File: src/rtl/page_addr_map.sv
module page_addr_map #(
  parameter int PAGE_W = 7,
  parameter int ADDR_W = 5,
  parameter int DATA_W = 24,
  parameter logic [2**PAGE_W-1:0] USED_PAGES = 128'h0000_0000_0000_0000_0000_0000_0003_000F,
  parameter logic [2**ADDR_W-1:0] USED_REGS  = 32'h3FFF_FFFF
) (
  input  logic                      clk,
  input  logic                      rst_n,
  input  logic                      cmd_valid,
  input  logic                      cmd_write,
  input  logic [ADDR_W-1:0]         cmd_addr,
  input  logic [DATA_W-1:0]         cmd_wdata,
  input  logic [DATA_W-1:0]         rf_rdata,
  output logic [PAGE_W+ADDR_W-1:0]  rf_addr,
  output logic [2**ADDR_W-1:0]      rf_sel,
  output logic                      rf_rd_en,
  output logic                      rf_wr_en,
  output logic [DATA_W-1:0]         cmd_rdata,
  output logic                      acc_err
);

  localparam int NREG = 2**ADDR_W;
  localparam logic [ADDR_W-1:0] PAGE_SLOT = ADDR_W'(NREG - 1);

  logic [PAGE_W-1:0] page_q;

  wire to_page = cmd_addr == PAGE_SLOT;
  wire slot_ok = USED_PAGES[page_q] && USED_REGS[cmd_addr];
  wire live    = cmd_valid && !to_page && slot_ok;
  wire bad     = cmd_valid && !to_page && !slot_ok;
  wire pg_wr   = cmd_valid && cmd_write && to_page;

  assign rf_addr   = {page_q, cmd_addr};
  assign rf_sel    = live ? (NREG'(1) << cmd_addr) : '0;
  assign rf_rd_en  = live && !cmd_write;
  assign rf_wr_en  = live && cmd_write;
  assign cmd_rdata = rf_rd_en ? rf_rdata : '0;

  always_ff @(posedge clk) begin
    if (!rst_n) begin
      page_q  <= '0;
      acc_err <= 1'b0;
    end else begin
      if (pg_wr) page_q <= cmd_wdata[PAGE_W-1:0];
      acc_err <= bad;
    end
  end

  AST_SEL_ONEHOT: assert property (@(posedge clk) disable iff (!rst_n)
    $onehot0(rf_sel));

  AST_PAGE_WR_QUIET: assert property (@(posedge clk) disable iff (!rst_n)
    pg_wr |-> (rf_sel == '0 && !rf_wr_en));

  AST_PAGE_HOLD: assert property (@(posedge clk) disable iff (!rst_n)
    !pg_wr |=> $stable(page_q));

  AST_ERR_CAUSE: assert property (@(posedge clk) disable iff (!rst_n)
    !cmd_valid |=> !acc_err);

  AST_BAD_ZERO: assert property (@(posedge clk) disable iff (!rst_n)
    (cmd_valid && !slot_ok) |-> (cmd_rdata == '0 && !rf_rd_en && !rf_wr_en));

  AST_IDLE_QUIET: assert property (@(posedge clk) disable iff (!rst_n)
    !cmd_valid |-> (rf_sel == '0 && !rf_rd_en && !rf_wr_en && cmd_rdata == '0));

endmodule

File: config.mk
export PLATFORM = sky130hd
export DESIGN_NAME = page_addr_map
export DESIGN_NICKNAME = d
export VERILOG_FILES = /design/src/rtl/page_addr_map.sv
export SDC_FILE = /design/constraint.sdc
export NUM_CORES = 1
export LEC_CHECK = 0
export BUFFER_PORTS_ARGS = -buffer_cell sky130_fd_sc_hd__clkbuf_2
export CAP_MARGIN = 10
export CORE_UTILIZATION = 30
export CTS_CLUSTER_SIZE = 10
export DETAILED_ROUTE_END_ITERATION = 7
export PLACE_DENSITY_LB_ADDON = 0.15
export SLEW_MARGIN = 40
export SYNTH_ARGS = -nofsm -noshare
export SYNTH_HDL_FRONTEND = slang
export SYNTH_SLANG_ARGS = --single-unit
File: constraint.sdc
create_clock -name clk -period 1.1 [get_ports clk]
set_input_delay 0 -clock clk [delete_from_list [all_inputs] [get_ports clk]]
set_output_delay 0 -clock clk [all_outputs]
set_load 0.005 [all_outputs]
# After elaboration in Yosys (flattened, before gate mapping)

Memories as Yosys holds them, arrays and structs flattened. A register that Yosys moved wholly into a read port is not among the register bits.
Index checks and enable logic that the tools add are counted.

Register bits after elaboration: 8
Bits in latches: 0
RAM bits: 0
Bits in read-only memories: 160
Output and inout port bits: 71
Word-level logic and storage cells: 25
Memories: 2

Memories:

| name             | depth | width | rd ports | clocked after memory_dff | wr ports | line | text |
|---|---|---|---|---|---|---|---|
| (name not given) | 128   | 1     | 1        | 1                        | 0        | 29   | `wire slot_ok = USED_PAGES[page_q] && USED_REGS[cmd_addr];` |
| (name not given) | 32    | 1     | 1        | 0                        | 0        | 29   |  |

$add $sub $neg: 0
Multipliers: 0
Divide/modulo/power cells: 0
Order comparisons: 2
Equal/unequal tests: 1
Shifts and indexed selects: 1
Mux-type cells: 6
Bitwise gates (word level): 0
Reductions and logical operators: 11

Operators with widths:

| operator                                                                     | count |
|---|---|
| 32-bit two-way mux                                                           | 1 |
| 1-bit by 5-bit << shifter with 32-bit output, first input constant           | 1 |
| 24-bit two-way mux                                                           | 1 |
| 7-bit two-way mux                                                            | 2 |
| 1-bit logical AND                                                            | 8 |
| 7-bit by 8-bit less-than comparator with 1-bit output, second input constant | 1 |
| 5-bit by 6-bit less-than comparator with 1-bit output, second input constant | 1 |
| 5-bit == test, second input constant                                         | 1 |
| 1-bit logical NOT                                                            | 3 |
| 1-bit two-way mux                                                            | 2 |

# Longest topological paths before layout

Gate-level depths: netlist (run 1).

Word-level depth: 6
Mapped depth: 5
Gate-level depth less buffers: 3

# Least setup slack after synthesis (run 1)

No wires, ideal clock.

Path type: reg2out
Start: register (tool-made name)
End: output rf_sel[6]
Data arrival time: 1.024 ns
Data required time: 1.100 ns
Setup slack: 0.076 ns
Cell stages (with the launch flop): 5
Buffers on the path: 1
Path through: dfxtp_1 -> nand2_1 -> or3_1 -> buf_2 -> nor3_1

RTL lines:

| item             | line | text |
|---|---|---|
| end: declaration | 16   | `output logic [2**ADDR_W-1:0] rf_sel,` |

==> results of run 1 <==
## what timing repair did
item	4_1_cts	5_1_grt
hold buffers	6	0
pin swaps	8	5
cloned	0	0
endpoints found under the hold margin	6	0
endpoints found under the setup margin	56	56
buffers inserted	1	2
gates resized for setup	15	38
## layer usage
layer	up-vias	share of wire, %	global-route usage (%)
met5	-	0	0
li1	658	-	-
met3	2	7.5	4.378
met1	572	42	24.58
met4	0	0.59	3.136
met2	63	49	29.92
## cells in the final DEF (no fill, tap or decap)
cell and instances:
a21boi_0 5, a21boi_1 2, and2_1 24, and2_4 1, and3_1 2, and3_4 1, and4_1 1, buf_12 1
buf_2 23, buf_4 4, buf_6 4, clkbuf_1 1, clkbuf_2 85, clkbuf_4 3, conb_1 2, dfxtp_1 8
dfxtp_2 1, dlygate4sd3_1 6, mux2i_1 1, nand2_1 4, nand2_2 1, nand3_1 9, nand3b_1 4, nand4_1 3
nand4_2 1, nor2_1 14, nor2_2 11, nor2_4 3, nor3_2 3, nor3b_4 1, nor4_1 2, o211ai_1 1
o21ai_0 7, or3_1 1, or3_4 1, or3b_2 2
## final timing paths
kind                 from       endpoint  depth (start not counted)
max              register  cmd_rdata[18]                          6
min          cmd_wdata[5]      page_q[5]                          3
max reg2reg     page_q[6]       register                          3
min reg2reg     page_q[0]      page_q[0]                          2
## report_power, final
part / leakage (nW) / internal [mW] / switching, mW
Clock: 0.0150 / 0.140 / 0.113
Combinational: 0.774 / 0.176 / 0.164
Sequential: 0.0721 / 0.328 / 0.00124
## cell type report
| class | instances | area share, % |
|---|---|---|
| timing repair buffer | 123 | 42.80 |
| multi-input combinational | 107 | 42.03 |
| sequential | 9 | 11.16 |
| tap | 31 | 2.386 |
| clock buffer | 4 | 1.617 |
## per-stage QoR
step | setup TNS (ns) | cells
global placement | -0.3368 | 261
floorplan | 0 | 132
finish | -14.97 | 274
global route | -19.36 | 274
CTS | -14.26 | 272
detailed placement | -0.7015 | 261
## cells by family after synthesis
group,after synthesis,synth area share (%)
compound gates,15,10.61
mux,1,1.117
other cells,1,0.4186
flops,9,20.11
simple gates,89,54.75
buf+inv,16,12.99
## critical path: stages, from the launching register on
cell	delay, ns
dfxtp_2	0.35
nand2_2	0.06
buf_6	0.12
nor3b_4	0.21
buf_12	0.17
and2_1	0.13
clkbuf_2	0.10
==> results.py, run 1 <==
metrics = {
    "timing": {
        "fin_crit_sh_pct": 128.1,
        "finalClockSkew_ns": 0.01057,
        "max_freq_mhz": 709.7,
        "setup_slack_ns": -0.3090,
        "drv_slew": 0,
        "setup_viol": 56,
        "min_period_ns": 1.409,
        "holdWs_ns": 0.01098,
        "final-hold-violation-count": 0,
        "rsz0062_at_grt": "true",
    },
    "global_route": {
        "grt_max_degree": 26,
        "antenna_found_initial": 0,
        "grt_pass1_wl_um": 4650,
        "grt_overflow": 0,
        "grt_pass1_vias": 992,
        "grt_usage_pct": 18.28,
    },
    "synthesis": {
        "synth_edf_count": 0,
        "synth.top_cell.area_share_pct": 20.11,
        "ys_seq_elements": 9,
        "netlist_top_cells_count": "28 x nor2_1, 24 x and2_1, 9 x dfxtp_1, 9 x nand3_1",
        "synth_ff_type": "dfxtp_1",
        "synth.area.top_cells": "dfxtp_1 20%, and2_1 17%, nor2_1 12%",
        "synth.yosys.seq_area_share_pct": 20.11,
        "synth_warnings": 0,
        "synth_most_common_cell": "nor2_1",
        "syn_inst": 131,
        "async_flop_share_pct": 0,
        "yosysUniqueCellTypes": 25,
        "avgSynthCellArea_um2": 6.839,
        "yosysTopAreaCell": "dfxtp_1",
        "syn_area_um2": 895.9,
    },
    "cells_and_area": {
        "n_fill_cell": 287,
        "area_growth_pct": 81.42,
        "nNetsFinal": 301,
        "multi_input_area_um2": 683.2,
        "num_antenna_cells": 0,
        "final_util_pct": 58.43,
        "layout-drive-gt1-share_pct": 60.08,
        "post-route-cell-area_um2": 1625,
        "regArea_um2": 181.4,
    },
    "clock_network": {
        "clk_pin_slew_ns": 0.06,
        "root_buffer": "clkbuf_4",
        "cts_made_buffers": 3,
        "clk-insertion-delay-late_ns": 0.26,
        "clock_sinks": 9,
        "cts_max_path_buffers": 2,
        "cts_tree": "done",
        "htree_num_levels": 1,
    },
    "pwr": {
        "power.density_nw_per_um2": 567.1,
        "ir_drop_mv": 0.6121,
        "leakage_nw": 0.8612,
        "total_power_uw": 921.8,
    },
    "floorplanning": {
        "core_area_um2": 2781,
        "die_h_um": 56.65,
        "fp.dieW_um": 56.65,
        "die_area_um2": 3209,
        "rows": 19,
        "num_io_pins": 128,
        "initial_core_util_pct": 32.21,
    },
    "worst_setup_path": {
        "critPathCaptureType": "output port",
        "cp_data_arrival_time_ns": 1.41,
        "path_max_fanout": 25,
        "cp-start-kind": "register",
        "crit_type": "register to output port",
        "ff2ff_setup_slack_ns": 0.17,
        "crit_required_ns": 1.10,
    },
    "detailed_routing": {
        "ant_nets": 0,
        "wl_um": 3195,
        "drcViolationCount": 0,
        "viasPerCell": 4.726,
        "dr.pass1.iters": 6,
        "vias": 1295,
        "drt-initial-drc-count": 62,
        "wire_per_inst_um": 11.66,
    },
    "place": {
        "dp_worst_setup_slack_ns": -0.03956,
        "dpl_cell_area_um2": 1420,
        "port_buffers": 108,
        "gp_congestion": 0.7480,
        "dp_hpwl_um": 2423,
    },
    "run_status": {
        "violations": "negative setup slack",
        "outcome": "finished with violations",
    },
    "job": {
        "drv_cap": 0,
    },
    "min_path": {
        "hold_path_class": "input port to register",
    },
}
Note: power is estimated with default switching activity, not from simulation.
==> inputs of run 2 (changes only) <==
--- a/config.mk
+++ b/config.mk
@@ -10,7 +10,7 @@
 export CORE_UTILIZATION = 30
 export CTS_CLUSTER_SIZE = 10
 export DETAILED_ROUTE_END_ITERATION = 7
-export PLACE_DENSITY_LB_ADDON = 0.15
+export PLACE_DENSITY = 0.89
 export SLEW_MARGIN = 40
 export SYNTH_ARGS = -nofsm -noshare
 export SYNTH_HDL_FRONTEND = slang
==> run 2 against run 1 <==
  * The flow finishes with violations (negative hold slack, negative setup slack)
  * Wire length is 2.7% higher
  * First-iteration DRC count shrank 58%
  * Power shrank 1.1%
  * Sequential power hardly changed
  * Core utilization fell by 2.1 points
  * Design area down 3.5%
  * Largest cell class is now multi-input combinational cells
==> results.py, run 2 (synthesized netlist as in run 1, its figures left out) <==
metrics = {
    "worst_setup_path": {
        "path_max_fanout": 6,
        "critPathTopFamily": "simple AND/OR/NAND/NOR gates",
        "critPathCaptureType": "output port",
        "crit_type": "register to output port",
        "cp_data_arrival_time_ns": 1.40,
        "slowest_delay_ns": 0.33,
        "crit_required_ns": 1.10,
        "path_cells": "buf_4, and2_4, nand4_1, nor2_1, buf_2",
        "slowest_stage": "dfxtp_2",
        "cp-start-kind": "register",
        "critPathBufInv": 2,
    },
    "detailed_routing": {
        "drcViolationCount": 0,
        "dr.pass1.iters": 4,
        "drt-initial-drc-count": 26,
        "wire_per_inst_um": 12.24,
        "ant_nets": 0,
        "vias": 1329,
        "wl_um": 3280,
        "viasPerCell": 4.959,
    },
    "cells_and_area": {
        "regArea_um2": 181.4,
        "area_growth_pct": 75.00,
        "mostFrequentLayoutCell": "clkbuf_2",
        "layout-drive-gt1-share_pct": 60.76,
        "layout_common_cells": "83 x clkbuf_2, 25 x buf_2, 24 x and2_1",
        "nNetsFinal": 295,
        "num_antenna_cells": 0,
        "multi_input_area_um2": 688.2,
        "n_fill_cell": 276,
    },
    "timing": {
        "holdWs_ns": -0.001608,
        "fin_crit_sh_pct": 127.4,
        "drv_slew": 0,
        "setup-tns-final_ns": -13.66,
        "finalClockSkew_ns": 0.004039,
        "setup_viol": 56,
        "setup_slack_ns": -0.3019,
        "max_freq_mhz": 713.3,
        "rsz0062_at_grt": "true",
        "final-hold-violation-count": 1,
        "min_period_ns": 1.402,
    },
    "floorplanning": {
        "fp.dieW_um": 56.65,
        "initial_core_util_pct": 32.21,
        "die_area_um2": 3209,
        "die_h_um": 56.65,
        "rows": 19,
        "core_area_um2": 2781,
        "num_io_pins": 128,
    },
    "job": {
        "drv_cap": 0,
    },
    "clock_network": {
        "root_buffer": "clkbuf_4",
        "clock_sinks": 9,
        "htree_num_levels": 1,
        "clk_pin_slew_ns": 0.06,
        "clk-insertion-delay-late_ns": 0.26,
        "cts_max_path_buffers": 2,
        "cts_tree": "done",
        "cts_made_buffers": 3,
    },
    "place": {
        "port_buffers": 108,
        "gp_congestion": 0.7789,
        "dp_worst_setup_slack_ns": -0.04982,
        "dp_hpwl_um": 2467,
    },
    "global_route": {
        "grt_pass1_vias": 1051,
        "grt_pass1_wl_um": 4629,
        "grt_usage_pct": 17.80,
        "grt_max_degree": 26,
        "antenna_found_initial": 0,
        "grt_overflow": 0,
    },
    "run_status": {
        "outcome": "finished with violations",
        "violations": "negative hold slack, negative setup slack",
    },
    "pwr": {
        "ir_drop_mv": 0.5078,
        "power.density_nw_per_um2": 581.3,
        "leakage_nw": 0.8347,
    },
    "min_path": {
        "hold_path_class": "input port to register",
    },
}
run 2: changes by cell type in the layout (fill, tap and decap cells not counted):
cell and delta:
nor2_2 -1, clkbuf_2 -2, buf_6 -2, nor2_4 +1
dlygate4sd3_1 -4, buf_2 +2
run 2: final cells by class:
class,instances,share of cell area (%)
Multi-Input combinational cell,107,43.89
Sequential cell,9,11.57
Clock buffer,4,1.676
Timing Repair Buffer,117,40.38
Tap cell,31,2.474
run 2: worst reg2reg max path: cells and delay by family (launching register included):
| family | cells | cell delay, ns |
|---|---|---|
| AO/OA/AOI/OAI | 1 | 0.13 |
| AND/OR/NAND/NOR | 2 | 0.39 |
| flip-flops | 1 | 0.32 |
run 2: final timing paths:
kind	depth (start not counted)	slack [ns]	from	endpoint
max	5	-0.30	register	rf_sel[29]
min	3	-0.002	cmd_wdata[1]	page_q[1]
max reg2reg	3	0.20	page_q[6]	register
min reg2reg	2	0.48	page_q[0]	page_q[0]
run 2: routing by layer:
layer / wire [um] / up-vias / GRT usage (%)
li1: - / 644 / -
met1: 1234 / 602 / 19.66
met2: 1732 / 77 / 33.78
met3: 289 / 6 / 3.226
met4: 24 / 0 / 5.575
met5: 0 / - / 0
run 2: through the flow:
step	std cells	power (mW)	hold slack (ns)	instance area, um2	util [%]
final	268	0.9113	-0.001608	1568	56.37
after global routing	268	0.9612	0.003590	1568	56.37
after CTS	268	0.9010	0.001836	1515	54.48
after detailed placement	260	0.6279	0.2481	1413	50.79
after global placement	260	0.6225	0.2437	1413	50.79
after floorplan	132	0.4869	0.07183	899.6	-
run 2: timing repair:
action	4_1_cts	5_1_grt
pin swaps	13	9
resized for setup	13	41
endpoints found under the hold margin	2	0
hold buffers	2	0
endpoints found under the setup margin	56	56
setup buffers	2	0
run 2: report_power, final:
part	internal, mW	leakage (nW)	switching (mW)
Combinational	0.163	0.748	0.163
Sequential	0.328	0.0721	0.00108
Clock	0.140	0.0150	0.116
